$ cat src/rtl/irqt_pkg.sv
package irqt_pkg;

    localparam int DATA_W = 32;

    typedef enum logic [1:0] {
        SEL_ENTRY = 2'd0,
        SEL_INIT  = 2'd1,
        SEL_DIV   = 2'd2,
        SEL_CUR   = 2'd3
    } reg_sel_e;

    typedef struct packed {
        logic       periodic;
        logic       mask;
        logic       trigger;
        logic       remote_irr;
        logic       polarity;
        logic [2:0] mode;
        logic [7:0] vector;
    } tmr_entry_t;

    typedef struct packed {
        logic       valid;
        logic [7:0] vector;
        logic [2:0] mode;
        logic       trigger;
    } irq_req_t;

    function automatic tmr_entry_t unpack_entry(input logic [DATA_W-1:0] w);
        tmr_entry_t e;
        e.vector     = w[7:0];
        e.mode       = w[10:8];
        e.polarity   = w[13];
        e.remote_irr = w[14];
        e.trigger    = w[15];
        e.mask       = w[16];
        e.periodic   = w[17];
        return e;
    endfunction

    function automatic logic [DATA_W-1:0] pack_entry(input tmr_entry_t e);
        logic [DATA_W-1:0] w;
        w        = '0;
        w[7:0]   = e.vector;
        w[10:8]  = e.mode;
        w[13]    = e.polarity;
        w[14]    = e.remote_irr;
        w[15]    = e.trigger;
        w[16]    = e.mask;
        w[17]    = e.periodic;
        return w;
    endfunction

endpackage

$ cat src/rtl/irqt_regs.sv
module irqt_regs
    import irqt_pkg::*;
#(
    parameter int CNT_W = 32,
    parameter int DIV_W = 3
) (
    input  logic                clk,
    input  logic                rst,
    input  logic                wr_en,
    input  logic [1:0]          wr_sel,
    input  logic [DATA_W-1:0]   wr_data,
    output tmr_entry_t          entry_q,
    output logic [CNT_W-1:0]    init_q,
    output logic [DIV_W-1:0]    div_q,
    output logic                load,
    output logic [CNT_W-1:0]    load_val,
    output logic                restart
);

    logic wr_entry;
    logic wr_init;
    logic wr_div;

    always_comb begin
        wr_entry = wr_en && (reg_sel_e'(wr_sel) == SEL_ENTRY);
        wr_init  = wr_en && (reg_sel_e'(wr_sel) == SEL_INIT);
        wr_div   = wr_en && (reg_sel_e'(wr_sel) == SEL_DIV);
    end

    always_ff @(posedge clk) begin
        if (rst) begin
            entry_q <= '0;
            init_q  <= '0;
            div_q   <= '0;
        end else begin
            if (wr_entry) entry_q <= unpack_entry(wr_data);
            if (wr_init)  init_q  <= wr_data[CNT_W-1:0];
            if (wr_div)   div_q   <= wr_data[DIV_W-1:0];
        end
    end

    always_comb begin
        load     = wr_init;
        load_val = wr_data[CNT_W-1:0];
        restart  = wr_init || wr_div;
    end

endmodule

$ cat src/rtl/irqt_prescaler.sv
module irqt_prescaler #(
    parameter int DIV_W = 3
) (
    input  logic             clk,
    input  logic             rst,
    input  logic             restart,
    input  logic             run,
    input  logic [DIV_W-1:0] div_code,
    output logic             tick
);

    localparam int PRE_W = (1 << DIV_W) - 1;

    logic [PRE_W-1:0] pre_cnt;
    logic [PRE_W-1:0] limit;

    always_comb begin
        limit = '0;
        for (int i = 0; i < PRE_W; i++) begin
            limit[i] = (i < int'(div_code));
        end
        tick = run && (pre_cnt == limit);
    end

    always_ff @(posedge clk) begin
        if (rst || restart) begin
            pre_cnt <= '0;
        end else if (run) begin
            pre_cnt <= tick ? '0 : pre_cnt + 1'b1;
        end
    end

endmodule

$ cat src/rtl/irqt_counter.sv
module irqt_counter #(
    parameter int CNT_W = 32
) (
    input  logic             clk,
    input  logic             rst,
    input  logic             load,
    input  logic [CNT_W-1:0] load_val,
    input  logic             tick,
    input  logic             periodic,
    input  logic [CNT_W-1:0] init_val,
    output logic [CNT_W-1:0] cur_count,
    output logic             running,
    output logic             expire
);

    logic last_step;

    always_comb begin
        last_step = (cur_count <= CNT_W'(1));
        expire    = tick && running && last_step && !load;
    end

    always_ff @(posedge clk) begin
        if (rst) begin
            cur_count <= '0;
            running   <= 1'b0;
        end else if (load) begin
            cur_count <= load_val;
            running   <= (load_val != '0);
        end else if (expire) begin
            cur_count <= periodic ? init_val : '0;
            running   <= periodic && (init_val != '0);
        end else if (tick && running) begin
            cur_count <= cur_count - 1'b1;
        end
    end

endmodule

$ cat src/rtl/irqt_request.sv
module irqt_request
    import irqt_pkg::*;
(
    input  logic       clk,
    input  logic       rst,
    input  logic       expire,
    input  tmr_entry_t entry,
    output irq_req_t   req
);

    always_ff @(posedge clk) begin
        if (rst) begin
            req <= '0;
        end else begin
            req.valid <= expire && !entry.mask;
            if (expire) begin
                req.vector  <= entry.vector;
                req.mode    <= entry.mode;
                req.trigger <= entry.trigger;
            end
        end
    end

endmodule

$ cat src/rtl/irqt_timer.sv
module irqt_timer
    import irqt_pkg::*;
#(
    parameter int CNT_W = 32,
    parameter int DIV_W = 3
) (
    input  logic        clk,
    input  logic        rst,
    input  logic        wr_en,
    input  logic [1:0]  wr_sel,
    input  logic [31:0] wr_data,
    input  logic [1:0]  rd_sel,
    output logic [31:0] rd_data,
    output logic        req_valid,
    output logic [7:0]  req_vector,
    output logic [2:0]  req_mode,
    output logic        req_trigger
);

    tmr_entry_t       entry_q;
    logic [CNT_W-1:0] init_q;
    logic [DIV_W-1:0] div_q;
    logic             load;
    logic [CNT_W-1:0] load_val;
    logic             restart;
    logic             tick;
    logic [CNT_W-1:0] cur_count;
    logic             running;
    logic             expire;
    irq_req_t         req;

    irqt_regs #(.CNT_W(CNT_W), .DIV_W(DIV_W)) u_regs (
        .clk      (clk),
        .rst      (rst),
        .wr_en    (wr_en),
        .wr_sel   (wr_sel),
        .wr_data  (wr_data),
        .entry_q  (entry_q),
        .init_q   (init_q),
        .div_q    (div_q),
        .load     (load),
        .load_val (load_val),
        .restart  (restart)
    );

    irqt_prescaler #(.DIV_W(DIV_W)) u_pre (
        .clk      (clk),
        .rst      (rst),
        .restart  (restart),
        .run      (running),
        .div_code (div_q),
        .tick     (tick)
    );

    irqt_counter #(.CNT_W(CNT_W)) u_cnt (
        .clk       (clk),
        .rst       (rst),
        .load      (load),
        .load_val  (load_val),
        .tick      (tick),
        .periodic  (entry_q.periodic),
        .init_val  (init_q),
        .cur_count (cur_count),
        .running   (running),
        .expire    (expire)
    );

    irqt_request u_req (
        .clk    (clk),
        .rst    (rst),
        .expire (expire),
        .entry  (entry_q),
        .req    (req)
    );

    always_comb begin
        unique case (reg_sel_e'(rd_sel))
            SEL_ENTRY: rd_data = pack_entry(entry_q);
            SEL_INIT:  rd_data = DATA_W'(init_q);
            SEL_DIV:   rd_data = DATA_W'(div_q);
            default:   rd_data = DATA_W'(cur_count);
        endcase
        req_valid   = req.valid;
        req_vector  = req.vector;
        req_mode    = req.mode;
        req_trigger = req.trigger;
    end

endmodule

$ cat config.mk
export PLATFORM = sky130hd
export DESIGN_NAME = irqt_timer
export DESIGN_NICKNAME = d
export VERILOG_FILES = /design/src/rtl/irqt_pkg.sv /design/src/rtl/irqt_regs.sv /design/src/rtl/irqt_prescaler.sv /design/src/rtl/irqt_counter.sv /design/src/rtl/irqt_request.sv /design/src/rtl/irqt_timer.sv
export SDC_FILE = /design/constraint.sdc
export NUM_CORES = 1
export LEC_CHECK = 0
export BUFFER_PORTS_ARGS = -buffer_cell sky130_fd_sc_hd__buf_2
export CORE_ASPECT_RATIO = 0.8
export CORE_UTILIZATION = 50
export CTS_BUF_LIST = sky130_fd_sc_hd__clkbuf_8
export DETAILED_ROUTE_END_ITERATION = 12
export PLACE_DENSITY_LB_ADDON = 0.25
export SETUP_SLACK_MARGIN = 0.3
export SYNTH_ARGS = -nofsm -noshare
export SYNTH_HDL_FRONTEND = slang
export SYNTH_HIERARCHICAL = 1
export SYNTH_SLANG_ARGS = --single-unit
$ cat constraint.sdc
create_clock -name clk -period 3.33 [get_ports clk]
set_clock_uncertainty 0.2 [all_clocks]
set_input_delay 0.1665 -clock clk [delete_from_list [all_inputs] [get_ports clk]]
set_output_delay 0.1665 -clock clk [all_outputs]
set_load 0.01 [all_outputs]
Yosys cells after proc, flatten, opt, wreduce, memory -nomap -nowiden. Cells that the tools add are included.

$add $sub $neg: 2. Multiplexer cells: 8. Eq/ne operators: 5. Order comparisons: 8. Reductions and logical operators: 19.

Operators with widths (number): $mux W32 (4); $pmux W32 S3 (1); $reduce_bool A32 Y1 (2); $le A32 B1 Y1 const B (1); $sub A32 B1 Y32 const B (1); $logic_and A1 B1 Y1 (9); $lt A3 B3 Y1 const A (3); $add A7 B1 Y7 const B (1); $eq A7 B7 Y1 (1); $mux W7 (1); $lt A1 B3 Y1 const A (2); $lt A2 B3 Y1 const A (2); $eq A2 B1 Y1 const B (2); $eq A2 B2 Y1 const B (2); $logic_not A2 Y1 (2); $reduce_bool A3 Y1 (1); $logic_not A1 Y1 (2); $logic_or A1 B1 Y1 (2); $mux W1 (2); $reduce_bool A2 Y1 (1).

Bits in registers: 104.

Logic depth before layout (Yosys ltp).
Depth after elaboration: 8. Gate-level depth with buffers: 15.

Hierarchy. Netlist, hierarchy kept.

Modules (own cells, without submodules): irqt_counter (cells an instance 359, instances 1, area an instance 2621.3 um^2, sequential area each 660.6 um^2); irqt_regs (cells an instance 238, instances 1, area an instance 2429.8 um^2, sequential area each 1021.0 um^2); irqt_timer (cells an instance 71, instances 1, area an instance 661.9 um^2, sequential area each 0.0 um^2); irqt_request (cells an instance 41, instances 1, area an instance 474.2 um^2, sequential area each 260.2 um^2); irqt_prescaler (cells an instance 55, instances 1, area an instance 470.5 um^2, sequential area each 140.1 um^2).

Worst setup path before layout. No wires, ideal clock.

Path kind: reg-to-reg. Start: register u_pre.pre_cnt[0]. End: register, netlist name u_req/req[10]. Cell stages (with the launch flop): 15. Path slack: 284 ps. Buffers on the path: 3. Arrival time: 2729 ps. Period minus slack after synthesis: 3046 ps. Path through: dfxtp_1 > or4_1 > mux2i_1 > o32ai_1 > or2_4 > inv_1 > and2_0 > clkbuf_1 > and4_4 > nand3_1 > nor2_1 > buf_6 > buf_12 > mux2i_1 > nor2_1.

Longest elaborated chain between the ends: 5.

Ends and longest elaborated chain: start: declaration (RTL line irqt_prescaler.sv:14) `logic [PRE_W-1:0] pre_cnt;`; start signal: assignment (RTL line irqt_prescaler.sv:29) `pre_cnt <= tick ? '0 : pre_cnt + 1'b1;`; $eq A7 B7 Y1 (RTL line irqt_prescaler.sv:22) `tick = run && (pre_cnt == limit);`; $logic_and A1 B1 Y1 (RTL line irqt_prescaler.sv:22); named net tick (RTL line irqt_timer.sv:26) `logic tick;`; $logic_and A1 B1 Y1 (3 in series) (RTL line irqt_counter.sv:20) `expire = tick && running && last_step && !load;`; named net expire (RTL line irqt_timer.sv:29) `logic expire;`.

The timed path passes the listed nets, and every way through them passes these cells. A chain may end at the register's enable or synchronous reset.

Worst setup path after layout.
Start: register u_regs.div_q[1]. End: register u_cnt.cur_count[18].

Longest elaborated chain between the ends: 8. Elaborated cells on any way between the ends: 15.

Ends and longest elaborated chain: start: declaration (RTL line irqt_regs.sv:14) `output logic [DIV_W-1:0] div_q,`; start signal: assignment (RTL line irqt_regs.sv:38) `if (wr_div) div_q <= wr_data[DIV_W-1:0];`; $lt A1 B3 Y1 (tied with other cells) (RTL line irqt_prescaler.sv:20) `limit[i] = (i < int'(div_code));`; $eq A7 B7 Y1 * (RTL line irqt_prescaler.sv:22); $logic_and A1 B1 Y1 * (RTL line irqt_prescaler.sv:22); named net tick (RTL line irqt_timer.sv:26); $logic_and A1 B1 Y1 * (RTL line irqt_counter.sv:20, irqt_counter.sv:33); $logic_and A1 B1 Y1 (2 in series) (RTL line irqt_counter.sv:20); $mux W32 (RTL line irqt_counter.sv:30) `end else if (expire) begin`; $mux W32 (RTL line irqt_counter.sv:27) `end else if (load) begin`; end signal: assignment (RTL line irqt_counter.sv:28) `cur_count <= load_val;`; end signal: assignment (RTL line irqt_counter.sv:31) `cur_count <= periodic ? init_val : '0;`; end signal: assignment (RTL line irqt_counter.sv:34) `cur_count <= cur_count - 1'b1;`; end: declaration (RTL line irqt_counter.sv:11) `output logic [CNT_W-1:0] cur_count,`.

The timed path passes the listed nets; every way through them passes the cells marked *.

==> results.ini <==
[die]
die_h_um = 105
die_x_um = 131
fp-row-count = 37
initial_core_util = 0.515
io_pins = 84
die-area_mm2 = 0.0138
core_area_mm2 = 0.0129

[sta]
hold_viol = 0
drv_slew = 0
tightest_slew_ns = 0.991
max_freq_mhz = 323
setup_viol = 0
fin_hold_ws_ns = 0.0353
rsz0062_at_grt = yes
final.setup.tns_ns = 0
slew_headroom = 0.339
period_needed_ns = 3.10
post-route-period-util = 0.930

[grt]
grt_max_degree = 78
grt-ovfl-total = 0
grt_use_total = 0.286
grt_first_pass_wirelength_mm = 30.5
grt_pass1_vias = 5883
antenna_found_initial = 0

[logic_synthesis]
synth_seq_area_share = 0.313
synth_area_leaders = dfxtp_1, mux2i_1, nand2b_1
ys.flop_type = dfxtp_1
ys_warn_count = 6
synth.most_common_cell = dfxtp_1
yosys.area.top_type = dfxtp_1
synth.avg_cell_area_um2 = 8.71
ys_ff_latch = 104
ys_async_sr_fraction = 0
yosysTopAreaCellShare = 0.313
synth_edf_count = 0
synth_cell_types = 76
syn_nets = 806
netlist_area_mm2 = 0.00666
synth_commonest_cells = dfxtp_1, mux2i_1, nand2b_1, nor2_1, buf_4
synth_cells = 764

[power_and_ir_drop]
power.share.clock = 0.306
switching_power_mw = 0.832
p_int_mw = 1.96
vdd_drop_max_v = 0.000197
p_per_area_mw_per_mm2 = 360
seqPwrFrac = 0.485
swShare = 0.298
combPwrFrac = 0.209
leakage_nw = 3.17

[worst_setup_path]
startpoint = u_regs/div_q[1]
worst-setup-path-type = reg2reg
cp_max_fo = 13
worstPathArrival_ns = 3.15
end_kind = flop
r2r_start = u_regs/div_q[1]
critical_path.startpoint_type = flop
worstPathRequired_ns = 3.38

[placed_design]
portBuffers = 83
place_congestion = 0.880
dp_cells = 957
dp_hpwl_mm = 12.9

[cells_and_area]
fin_cells = 1027
drive_gt1_frac = 0.225
fin_util = 0.600
multi_input_area_mm2 = 0.00405
regArea_mm2 = 0.00209
finalNetCount = 890
antenna_cells = 0
area_growth_pct = 16.4
fillers = 1176

[detailed_routing]
drcViolationCount = 0
ant_nets = 0
vias = 6234
drt_iter0_markers = 619
firstDrtPassIters = 5
viasPerCell = 6.07
drt-total-wl_mm = 19.5
wl_per_cell_um = 19.0

[clock_tree]
clk_pin_slew_ns = 0.10
clk_latency_ns = 0.39
cts.path.max_buffers = 2
cts_sinks = 104
cts_tree = yes
cts-root-buf = clkbuf_8
htreeDepth = 3
numCtsBuffers = 9

[worst_hold_path]
hold_path_class = in2reg
min_from = wr_en

[run]
cap_violations = 0

[outcome]
status = completed

per-layer routing:
metal	routed length, um	global-route usage	share of wire
met5	0	0	0
met4	525	0.117	0.027
met3	1490	0.0594	0.076
met2	9000	0.449	0.46
met1	8520	0.379	0.44
repair_timing:
item | in CTS | in global routing
hold endpoints to repair | 66 | 0
buffers inserted | 11 | 8
hold buffers | 34 | 0
cloned | 1 | 1
endpoints found under the setup margin | 44 | 45
resized for setup | 29 | 19
pin swaps | 4 | 20
worst paths after layout:
check | end | slack [ns] | cells past startpoint
worst max register to register | u_cnt/cur_count[18] | 0.23 | 12
worst min register to register | u_req/req[12] | 0.27 | 1
worst max-delay path | u_cnt/cur_count[18] | 0.23 | 12
worst min-delay path | u_regs/div_q[2] | 0.04 | 3
sequential cells by signal (all words and copies together) (netlist names):
signal and flops:
u_cnt/cur_count 32, u_cnt/running 1, u_pre/pre_cnt 7, u_regs/div_q 3, u_regs/entry_q 16, u_regs/init_q 32
u_req/req 13
kinds of logic after synthesis:
logic type               count (synthesis)  share of synthesized area
buffers and inverters                  104                      0.101
flip-flops                             104                      0.313
adder cells (fa/ha/maj)                  3                    0.00564
XOR/XNOR                                10                     0.0132
multiplexers                            99                      0.155
AND/OR/NAND/NOR                        307                      0.269
AO/OA/AOI/OAI                          137                      0.144
power groups by stage:
stage	Combinational, mW	Sequential, mW	Clock (mW)
floorplan	0.404	1.36	0
global placement	0.498	1.38	0
detailed placement	0.509	1.38	0
CTS	0.552	1.35	0.870
global route	0.626	1.36	0.918
finish	0.584	1.35	0.854
worst max-delay path, stage by stage, from the launching register on:
cell and delay [ns]:
dfxtp_4 0.38, or4_4 0.48, mux2i_2 0.19, o32ai_2 0.13, or2_4 0.28, inv_2 0.06
and2_4 0.14, and4_4 0.24, buf_4 0.12, a31o_4 0.28, a21oi_1 0.07, a221oi_1 0.29
nor3_1 0.09
layout by cell type, fill, tap and decap left out, types with 4 or more instances in the layout:
| cell | netlist | layout |
|---|---|---|
| dfxtp_1 | 104 | 99 |
| mux2i_1 | 95 | 94 |
| nand2b_1 | 85 | 85 |
| buf_2 | 6 | 82 |
| nor2_1 | 58 | 58 |
| dlygate4sd3_1 | 0 | 34 |
| buf_4 | 42 | 32 |
| a21oi_1 | 31 | 31 |
| nand2_1 | 26 | 26 |
| nor3_1 | 23 | 22 |
| inv_1 | 20 | 21 |
| nor4_1 | 20 | 19 |
| nor2b_1 | 18 | 18 |
| o2bb2ai_1 | 17 | 14 |
| o21ai_0 | 17 | 14 |
| nand4_1 | 11 | 11 |
| clkbuf_8 | 0 | 9 |
| o21ai_1 | 7 | 9 |
| o211ai_1 | 8 | 8 |
| a31oi_1 | 8 | 8 |
| a221oi_1 | 9 | 8 |
| nand3_1 | 7 | 7 |
| a211oi_1 | 9 | 7 |
| and3_1 | 8 | 7 |
| nor4_2 | 5 | 6 |
| xor2_1 | 6 | 6 |
| nand3b_1 | 5 | 5 |
| nor3b_1 | 5 | 5 |
| or2_2 | 5 | 5 |
| and3_2 | 5 | 5 |
| or3_1 | 4 | 4 |
| buf_6 | 7 | 4 |
| xnor2_1 | 4 | 4 |
through the flow:
| stage | cell area [um2] | worst slack (ns) | power (mW) |
|---|---|---|---|
| 6_report | 7750 | 0.234 | 2.79 |
| 5_1_grt | 7750 | 0.187 | 2.90 |
| 3_3_place_gp | 6850 | 0.223 | 1.88 |
| 2_1_floorplan | 6660 | 0.357 | 1.76 |
| 3_5_place_dp | 6850 | 0.0266 | 1.89 |
| 4_1_cts | 7560 | 0.303 | 2.77 |
area by class of cell:
| type | instances | area share |
|---|---|---|
| inverter | 21 | 0.0102 |
| tap | 175 | 0.0283 |
| timing repair buffer | 156 | 0.143 |
| sequential | 104 | 0.270 |
| clock buffer | 9 | 0.0160 |
| multi-input combinational | 556 | 0.523 |
| clock inverter | 6 | 0.0100 |
Note: power is estimated with default switching activity, not from simulation.
